**src/rtl/rpwr_pkg.sv**
```systemverilog
package rpwr_pkg;
  typedef enum logic [2:0] {
    ST_OFF    = 3'd0,
    ST_INIT   = 3'd1,
    ST_PWRON  = 3'd2,
    ST_ACTIVE = 3'd3,
    ST_SHUTDN = 3'd4,
    ST_SLEEP  = 3'd6
  } rpwr_state_e;

  localparam int unsigned NUM_OUT = 4;
  localparam int unsigned OVR_W   = 2;
  localparam int unsigned OVR_TOT = NUM_OUT * OVR_W;

  localparam int unsigned OUT_PWR  = 0;
  localparam int unsigned OUT_DOM  = 1;
  localparam int unsigned OUT_WAKE = 2;
  localparam int unsigned OUT_ISO  = 3;

  localparam logic [OVR_W-1:0] OVR_HI = 2'b11;
  localparam logic [OVR_W-1:0] OVR_LO = 2'b10;

  typedef struct packed {
    logic dom_req;
    logic shutdn;
    logic wake;
    logic restart;
    logic stay;
    logic fsleep;
    logic skip;
  } rpwr_ctl_t;
endpackage

```
**src/rtl/rpwr_fsm.sv**
```systemverilog
module rpwr_fsm
  import rpwr_pkg::*;
(
  input  logic        clk_i,
  input  logic        rst_ni,
  input  logic        seq_en_i,
  input  rpwr_ctl_t   ctl_i,
  input  logic        pwr_ack_i,
  input  logic        pwr_req_i,
  output rpwr_state_e state_o,
  output rpwr_state_e state_d_o,
  output logic        wake_go_o
);
  rpwr_state_e state_q, state_d;
  logic        wake_go;

  always_comb begin
    state_d = state_q;
    wake_go = 1'b0;
    if (!seq_en_i) begin
      state_d = ST_OFF;
    end else begin
      unique case (state_q)
        ST_OFF:  state_d = ST_INIT;
        ST_INIT: begin
          if (ctl_i.fsleep)                    state_d = ST_SLEEP;
          else if (ctl_i.dom_req || ctl_i.skip) state_d = ST_PWRON;
        end
        ST_PWRON: begin
          if (ctl_i.fsleep)                  state_d = ST_SLEEP;
          else if (pwr_ack_i && pwr_req_i)   state_d = ST_ACTIVE;
        end
        ST_ACTIVE: begin
          if (ctl_i.shutdn)                          state_d = ST_SHUTDN;
          else if (ctl_i.fsleep)                     state_d = ST_SLEEP;
          else if (!ctl_i.dom_req && !ctl_i.skip)    state_d = ST_SLEEP;
        end
        ST_SLEEP: begin
          if (ctl_i.shutdn) begin
            state_d = ST_SHUTDN;
          end else if (!ctl_i.fsleep && !ctl_i.stay &&
                       (ctl_i.wake || ctl_i.dom_req)) begin
            state_d = ST_PWRON;
            wake_go = ctl_i.wake;
          end
        end
        ST_SHUTDN: begin
          if (ctl_i.restart) state_d = ST_INIT;
        end
        default: state_d = ST_OFF;
      endcase
    end
  end

  always_ff @(posedge clk_i or negedge rst_ni) begin
    if (!rst_ni) state_q <= ST_OFF;
    else         state_q <= state_d;
  end

  assign state_o   = state_q;
  assign state_d_o = state_d;
  assign wake_go_o = wake_go;


  seq_off_chk: assert property (@(posedge clk_i) disable iff (!rst_ni)
    !seq_en_i |=> state_q == ST_OFF);


  ack_gate_chk: assert property (@(posedge clk_i) disable iff (!rst_ni)
    (state_q == ST_PWRON && !(pwr_ack_i && pwr_req_i)) |=> state_q != ST_ACTIVE);


  shutdn_hold_chk: assert property (@(posedge clk_i) disable iff (!rst_ni)
    (seq_en_i && state_q == ST_SHUTDN && !ctl_i.restart) |=> state_q == ST_SHUTDN);


  stay_chk: assert property (@(posedge clk_i) disable iff (!rst_ni)
    (seq_en_i && state_q == ST_SLEEP && ctl_i.stay && !ctl_i.shutdn) |=> state_q == ST_SLEEP);
endmodule

```
**src/rtl/rpwr_drv.sv**
```systemverilog
module rpwr_drv
  import rpwr_pkg::*;
(
  input  logic               clk_i,
  input  logic               rst_ni,
  input  rpwr_state_e        state_i,
  input  rpwr_state_e        state_d_i,
  input  logic               wake_go_i,
  output logic [NUM_OUT-1:0] auto_o
);
  logic pwr_req_q;
  logic wakeup_q;
  logic dom_act;
  logic iso;

  // request lags state by one cycle so isolation leads the drop
  always_ff @(posedge clk_i or negedge rst_ni) begin
    if (!rst_ni) begin
      pwr_req_q <= 1'b0;
      wakeup_q  <= 1'b0;
    end else begin
      pwr_req_q <= (state_i == ST_PWRON) || (state_i == ST_ACTIVE);
      if (wake_go_i) wakeup_q <= 1'b1;
      else           wakeup_q <= wakeup_q && (state_d_i == ST_PWRON);
    end
  end

  assign dom_act = (state_i == ST_ACTIVE);
  assign iso     = (state_i != ST_ACTIVE);

  assign auto_o[OUT_PWR]  = pwr_req_q;
  assign auto_o[OUT_DOM]  = dom_act;
  assign auto_o[OUT_WAKE] = wakeup_q;
  assign auto_o[OUT_ISO]  = iso;


  iso_release_chk: assert property (@(posedge clk_i) disable iff (!rst_ni)
    !iso |-> pwr_req_q);


  wake_src_chk: assert property (@(posedge clk_i) disable iff (!rst_ni)
    $rose(wakeup_q) |-> $past(state_i) == ST_SLEEP);
endmodule

```
**src/rtl/rpwr_ovr.sv**
```systemverilog
module rpwr_ovr
  import rpwr_pkg::*;
#(
  parameter int unsigned N_OUT = NUM_OUT,
  parameter int unsigned FLD_W = OVR_W,
  localparam int unsigned TOT_W = N_OUT * FLD_W
) (
  input  logic             seq_en_i,
  input  logic [TOT_W-1:0] ovr_i,
  input  logic [N_OUT-1:0] auto_i,
  output logic [N_OUT-1:0] out_o
);
  for (genvar k = 0; k < N_OUT; k++) begin : g_out
    logic [FLD_W-1:0] fld;
    assign fld = ovr_i[k*FLD_W +: FLD_W];
    always_comb begin
      out_o[k] = auto_i[k];
      if (!seq_en_i) begin
        if (fld == OVR_HI)      out_o[k] = 1'b1;
        else if (fld == OVR_LO) out_o[k] = 1'b0;
      end
    end
  end
endmodule

```
**src/rtl/rpwr_seq.sv**
```systemverilog
module rpwr_seq
  import rpwr_pkg::*;
(
  input  logic               clk_i,
  input  logic               rst_ni,
  input  logic               seq_en_i,
  input  logic               core_dom_req_i,
  input  logic               core_shutdn_i,
  input  logic               host_wake_i,
  input  logic               host_restart_i,
  input  logic               stay_asleep_i,
  input  logic               dbg_force_sleep_i,
  input  logic               dbg_skip_req_i,
  input  logic               pwr_ack_i,
  input  logic [OVR_TOT-1:0] ovr_i,
  output logic               pwr_req_o,
  output logic               dom_active_o,
  output logic               core_wakeup_o,
  output logic               iso_o,
  output logic [2:0]         state_o
);
  rpwr_ctl_t          ctl;
  rpwr_state_e        state, state_d;
  logic               wake_go;
  logic [NUM_OUT-1:0] auto_val;
  logic [NUM_OUT-1:0] out_val;

  assign ctl = '{dom_req: core_dom_req_i, shutdn: core_shutdn_i, wake: host_wake_i,
                 restart: host_restart_i, stay: stay_asleep_i,
                 fsleep: dbg_force_sleep_i, skip: dbg_skip_req_i};

  rpwr_fsm u_fsm (
    .clk_i     (clk_i),
    .rst_ni    (rst_ni),
    .seq_en_i  (seq_en_i),
    .ctl_i     (ctl),
    .pwr_ack_i (pwr_ack_i),
    .pwr_req_i (auto_val[OUT_PWR]),
    .state_o   (state),
    .state_d_o (state_d),
    .wake_go_o (wake_go)
  );

  rpwr_drv u_drv (
    .clk_i     (clk_i),
    .rst_ni    (rst_ni),
    .state_i   (state),
    .state_d_i (state_d),
    .wake_go_i (wake_go),
    .auto_o    (auto_val)
  );

  rpwr_ovr #(.N_OUT(NUM_OUT), .FLD_W(OVR_W)) u_ovr (
    .seq_en_i (seq_en_i),
    .ovr_i    (ovr_i),
    .auto_i   (auto_val),
    .out_o    (out_val)
  );

  assign pwr_req_o     = out_val[OUT_PWR];
  assign dom_active_o  = out_val[OUT_DOM];
  assign core_wakeup_o = out_val[OUT_WAKE];
  assign iso_o         = out_val[OUT_ISO];
  assign state_o       = state;


  ovr_ignored_chk: assert property (@(posedge clk_i) disable iff (!rst_ni)
    seq_en_i |-> (out_val == auto_val));
endmodule

```
**config.mk**
```make
export PLATFORM = sky130hd
export DESIGN_NAME = rpwr_seq
export DESIGN_NICKNAME = d
export VERILOG_FILES = /design/src/rtl/rpwr_pkg.sv /design/src/rtl/rpwr_fsm.sv /design/src/rtl/rpwr_drv.sv /design/src/rtl/rpwr_ovr.sv /design/src/rtl/rpwr_seq.sv
export SDC_FILE = /design/constraint.sdc
export NUM_CORES = 1
export LEC_CHECK = 0
export BUFFER_PORTS_ARGS = -buffer_cell sky130_fd_sc_hd__buf_2
export CORE_AREA = 2 2 39 41
export CTS_CLUSTER_SIZE = 14
export DETAILED_ROUTE_END_ITERATION = 6
export DIE_AREA = 0 0 41 43
export GPL_TIMING_DRIVEN = 0
export PLACE_DENSITY_LB_ADDON = 0.3
export SLEW_MARGIN = 20
export SYNTH_ARGS = -nofsm -noshare
export SYNTH_HDL_FRONTEND = slang
export SYNTH_SLANG_ARGS = --single-unit
export TNS_END_PERCENT = 20
```
**constraint.sdc**
```tcl
create_clock -name clk_i -period 4 [get_ports clk_i]
set_clock_uncertainty 0.05 [all_clocks]
set_input_delay 0.2 -clock clk_i [delete_from_list [all_inputs] [get_ports clk_i]]
set_output_delay 0.2 -clock clk_i [all_outputs]
set_load 0.005 [all_outputs]
```
* After elaboration in Yosys (flattened, before gate mapping)
Cells that the tools add are included.
** Word-level totals
- Flip-flop bits (word level) :: 5
- Input port bits :: 19
- Output and inout port bits :: 7
- Word-level logic and storage cells :: 60
** Cells by class
- Eq/ne operators :: 15
- Mux-type cells :: 29
- Reduce and logical (&&, ||, !) cells :: 13
** Operators by type and width (number)
- 3-bit two-way mux :: 11
- 3-bit one-hot mux with 6 select lines :: 1
- 1-bit two-way mux :: 17
- 2-bit == test (second input constant) :: 8
- 3-bit by 2-bit == test with 1-bit output (second input constant) :: 3
- 3-bit == test (second input constant) :: 2
- 1-bit logical AND :: 5
- 1-bit zero test :: 4
- 3-bit by 1-bit == test with 1-bit output (second input constant) :: 1
- 3-bit zero test :: 1
- 1-bit logical OR :: 3
- 3-bit by 2-bit inequality test with 1-bit output (second input constant) :: 1

* Logic depth before layout (Yosys ltp)
- Depth after elaboration :: 10
- Gate-level depth with buffers :: 5
- Mapped depth without buffers :: 4

* Cells and area by module
A second synthesis with hierarchy kept.
** Unflattened totals
- Cell total of the unflattened synthesis :: 47
- Area total of the unflattened synthesis :: 437.9 um^2
** By module, submodules not included
- rpwr_fsm :: instances 1, cells an instance 28, area each 252.7 um^2, sequential area each 75.1 um^2
- rpwr_drv :: instances 1, cells an instance 11, area each 115.1 um^2, sequential area each 50.0 um^2
- rpwr_ovr :: instances 1, cells an instance 8, area each 70.1 um^2, sequential area each 0.0 um^2

* Worst setup path before layout
OpenSTA, ideal clock, no wires.
- Path type :: flip-flop to flip-flop
- Start :: register u_fsm.state_q[0] (netlist: u_fsm.state_o[0])
- End :: register u_fsm.state_q[2] (netlist: u_fsm.state_o[2])
- Library setup time :: 120 ps
- Arrival :: 1464 ps
- Slack :: 2366 ps
- Stages on the path, launching flop included :: 6
- Path buffers :: 1
- Path through :: dfrtp_1 buf_6 or4_4 o21ai_2 o221ai_2 and3_1
** Between the ends
- Longest elaborated chain between the ends :: 3
** Ends and longest elaborated chain
- from (decl) :: line rpwr_fsm.sv:14 : rpwr_state_e state_q, state_d;
- from (signal assigned) :: line rpwr_fsm.sv:57 : else state_q <= state_d;
- 3-bit == test, or another cell as far along :: line rpwr_fsm.sv:23 : unique case (state_q)
- 3-bit one-hot mux with 6 select lines (*) :: line rpwr_fsm.sv:23
- 3-bit two-way mux (*) :: line rpwr_fsm.sv:20 : if (!seq_en_i) begin
- named net state_d[2] :: line rpwr_seq.sv:23 : rpwr_state_e state, state_d;
The timed path passes the listed nets; every way through them passes the cells marked *.

* Worst setup path in the final report
- Start :: register u_fsm.state_q[0] (netlist: u_fsm.state_o[0])
- End :: register u_drv.wakeup_q
** Between the ends
- Longest elaborated chain between the ends :: 8
** Ends and longest elaborated chain
- 3-bit two-way mux :: line rpwr_fsm.sv:36 : else if (!ctl_i.dom_req && !ctl_i.skip) state_d = ST_SLEEP;
- 3-bit two-way mux :: line rpwr_fsm.sv:35 : else if (ctl_i.fsleep) state_d = ST_SLEEP;
- 3-bit two-way mux :: line rpwr_fsm.sv:34 : if (ctl_i.shutdn) state_d = ST_SHUTDN;
- 3-bit one-hot mux with 6 select lines :: line rpwr_fsm.sv:23
- 3-bit two-way mux :: line rpwr_fsm.sv:20
- 3-bit by 2-bit == test with 1-bit output :: line rpwr_drv.sv:24 : else wakeup_q <= wakeup_q && (state_d_i == ST_PWRON);
- 1-bit logical AND :: line rpwr_drv.sv:24
- 1-bit two-way mux (*) :: line rpwr_drv.sv:23 : if (wake_go_i) wakeup_q <= 1'b1;
- to (signal assigned) :: line rpwr_drv.sv:24
- to (decl) :: line rpwr_drv.sv:12 : logic wakeup_q;
Every way passes the cells marked *; elsewhere a longest branch is shown, timed or not.

==> impl_metrics.json <==
{
  "drc": 0,
  "die_w_microns": 41,
  "critPathLaunchType": "register",
  "num-fill-cells": 145,
  "synth_cells": 49,
  "status": "completed",
  "vdd_drop_max_v": 0.000125,
  "drv_cap": 0,
  "firstDrtPassIters": 4,
  "cp-end-kind": "register",
  "cp_top_family": "simple AND/OR/NAND/NOR gates",
  "drive_gt1_frac": 0.468,
  "coreArea_sq_um": 1380,
  "reg2reg_from": "u_fsm.state_o[0]",
  "setup_viol": 0,
  "die_h_microns": 43,
  "ioPinCount": 26,
  "wl_per_cell_microns": 9.92,
  "synth_fp_nets": 68,
  "hp-class": "in2async",
  "cp.arrival_ns": 1.76,
  "rsz0062_at_grt": "no",
  "cts_hold_buffers": 1,
  "reg2regPathDepth": 5,
  "ctsResizeCount": 0,
  "dieArea_sq_um": 1760,
  "cts_max_path_buffers": 2,
  "ant_nets": 0,
  "setup_slack_ns": 2.34,
  "final.min_clock_period_ns": 1.66,
  "power_uw": 218,
  "htree_num_levels": 1,
  "critPathMaxStageDelay_ns": 0.51,
  "worstMarginPinSlew_ns": 0.344,
  "critPathRequiredTime_ns": 4.09,
  "diodes": 0,
  "relSlewSlack": 0.771,
  "reg2reg_to": "u_drv.wakeup_q",
  "critPathSlowestCell": "or4_4",
  "yosysSeqAreaShare": 0.292,
  "finalCritPeriodShare": 0.416,
  "final_cells": 95,
  "port_buffers": 25,
  "syn_area_sq_um": 428,
  "clkTransAtPathRegs_ns": 0.04,
  "placementRows": 14,
  "nets": 99,
  "grt.total_usage": 0.126,
  "grt_pass1_wl_mm": 1.55,
  "synth_most_common_cell": "dfrtp_1",
  "yosysTopAreaCell": "dfrtp_1",
  "preCtsSetupSlack_ns": 2.33,
  "path_buf_inv": 1,
  "p_leak_uw": 0.000292,
  "syn_area_per_cell_sq_um": 8.73,
  "cts_tree": "built",
  "worstPathMaxFanout": 9,
  "netlist_top_cells_area": "dfrtp_1, mux2_2, nor2b_1, nand2_1, nor2_1",
  "start_util": 0.309,
  "criticalPathCategory": "reg2reg",
  "ys.flop_type": "dfrtp_1",
  "drt_iter0_markers": 11,
  "power_density_nw_per_um2": 358,
  "ys_types": 30,
  "slew_violations": 0,
  "crit_chain": "buf_6 -> or4_4 -> o21ai_2 -> o221ai_2 -> o31ai_2",
  "root_buffer": "clkbuf_4",
  "area_growth_pct": 42.4,
  "vias": 461,
  "dp_cells": 90,
  "cts_buffers": 3,
  "synth_top_area_share": 0.292,
  "synth_common_cells": "dfrtp_1, mux2_2, nand2_1, nor2_1, nor2b_1",
  "ys_ff_latch": 5,
  "clock-sinks": 5,
  "crit_start": "u_fsm.state_o[0]",
  "fmaxAchievable_mhz": 601,
  "vias_per_cell": 4.85,
  "overflow": 0,
  "grt_pass1_vias": 408,
  "hold_violations": 0,
  "place.gp.congestion": 0.835,
  "antenna_found_initial": 0,
  "yosys_warnings": 0,
  "clock_latency_ns": 0.23,
  "ff2ff_setup_slack_ns": 2.34,
  "fin_setup_tns_ns": 0,
  "async_flop_share": 1.00,
  "grt_max_degree": 11,
  "post-cts-setup-buffers": 0,
  "synth_edf_count": 0,
  "routed_wl_microns": 942
}
-- routing by layer --
| layer | vias to the layer above | routed length [microns] | global-route usage |
|---|---|---|---|
| li1 | 235 | - | - |
| met1 | 204 | 389 | 0.155 |
| met2 | 22 | 453 | 0.206 |
| met3 | 0 | 100 | 0.0314 |
| met4 | 0 | 0 | 0.0400 |
| met5 | - | 0 | 0 |
-- flip-flops by register name, indices dropped and copies added (netlist names) --
| signal | count |
|---|---|
| u_drv.wakeup_q | 1 |
| u_fsm.state_o | 3 |
| u_drv.pwr_req_q | 1 |
-- cells in the final DEF, fill, tap and decap left out, types with 2 or more instances in the layout --
cell      synthesis  layout
and3_1            2       2
buf_2             0      25
clkbuf_1          1       2
clkbuf_4          0       3
dfrtp_1           5       5
mux2_2            4       4
nand2_1           4       4
nand2b_1          2       2
nor2_1            4       4
nor2b_1           4       4
or2_1             2       2
-- logic make-up after synthesis --
kind of cell,after synthesis,share of synthesized area
AND/OR/NAND/NOR,27,0.365
multiplexers,4,0.105
flip-flops,5,0.292
adder cells (fa/ha/maj),1,0.0234
buffers and inverters,3,0.0438
AO/OA/AOI/OAI,9,0.170
-- area by class of cell --
class	count	area (sq um)	share of cell area
repair buffers	26	135	0.222
well taps	16	20.0	0.0329
flip-flops and latches	5	125	0.205
plain buffers	2	15.0	0.0246
multi-input cells	41	284	0.466
inverters	1	3.75	0.00616
clock buffers	4	26.3	0.0431
-- where the power goes --
group	total, uW	leakage [uW]	switching [uW]	internal [uW]
combinational	94.9	0.000210	44.9	50.1
sequential	67.1	0.0000670	8.15	59.0
clock	55.9	0.0000150	18.3	37.6
-- worst reg2reg max path, stage by stage, from the launching register on --
cell and delay [ns]:
dfrtp_1 0.37, buf_6 0.14, or4_4 0.51, o21ai_2 0.16, o221ai_2 0.13, o31ai_2 0.21
-- worst max-delay path by stage --
stage	depth (start not counted)	to
finish	5	u_drv.wakeup_q
global route	5	u_drv.wakeup_q
CTS	5	u_drv.wakeup_q
detailed placement	5	u_drv.wakeup_q
global placement	5	u_drv.wakeup_q
floorplan	5	u_fsm.state_o[2]
-- through the flow --
step	area, sq um	hold WS [ns]	util
after global routing	609	0.251	0.440
after CTS	609	0.251	0.440
final	609	0.251	0.440
after floorplan	428	-0.146	-
after detailed placement	573	-0.0353	0.414
after global placement	573	-0.0363	0.414
No activity file was read; power rests on OpenSTA's default activity.
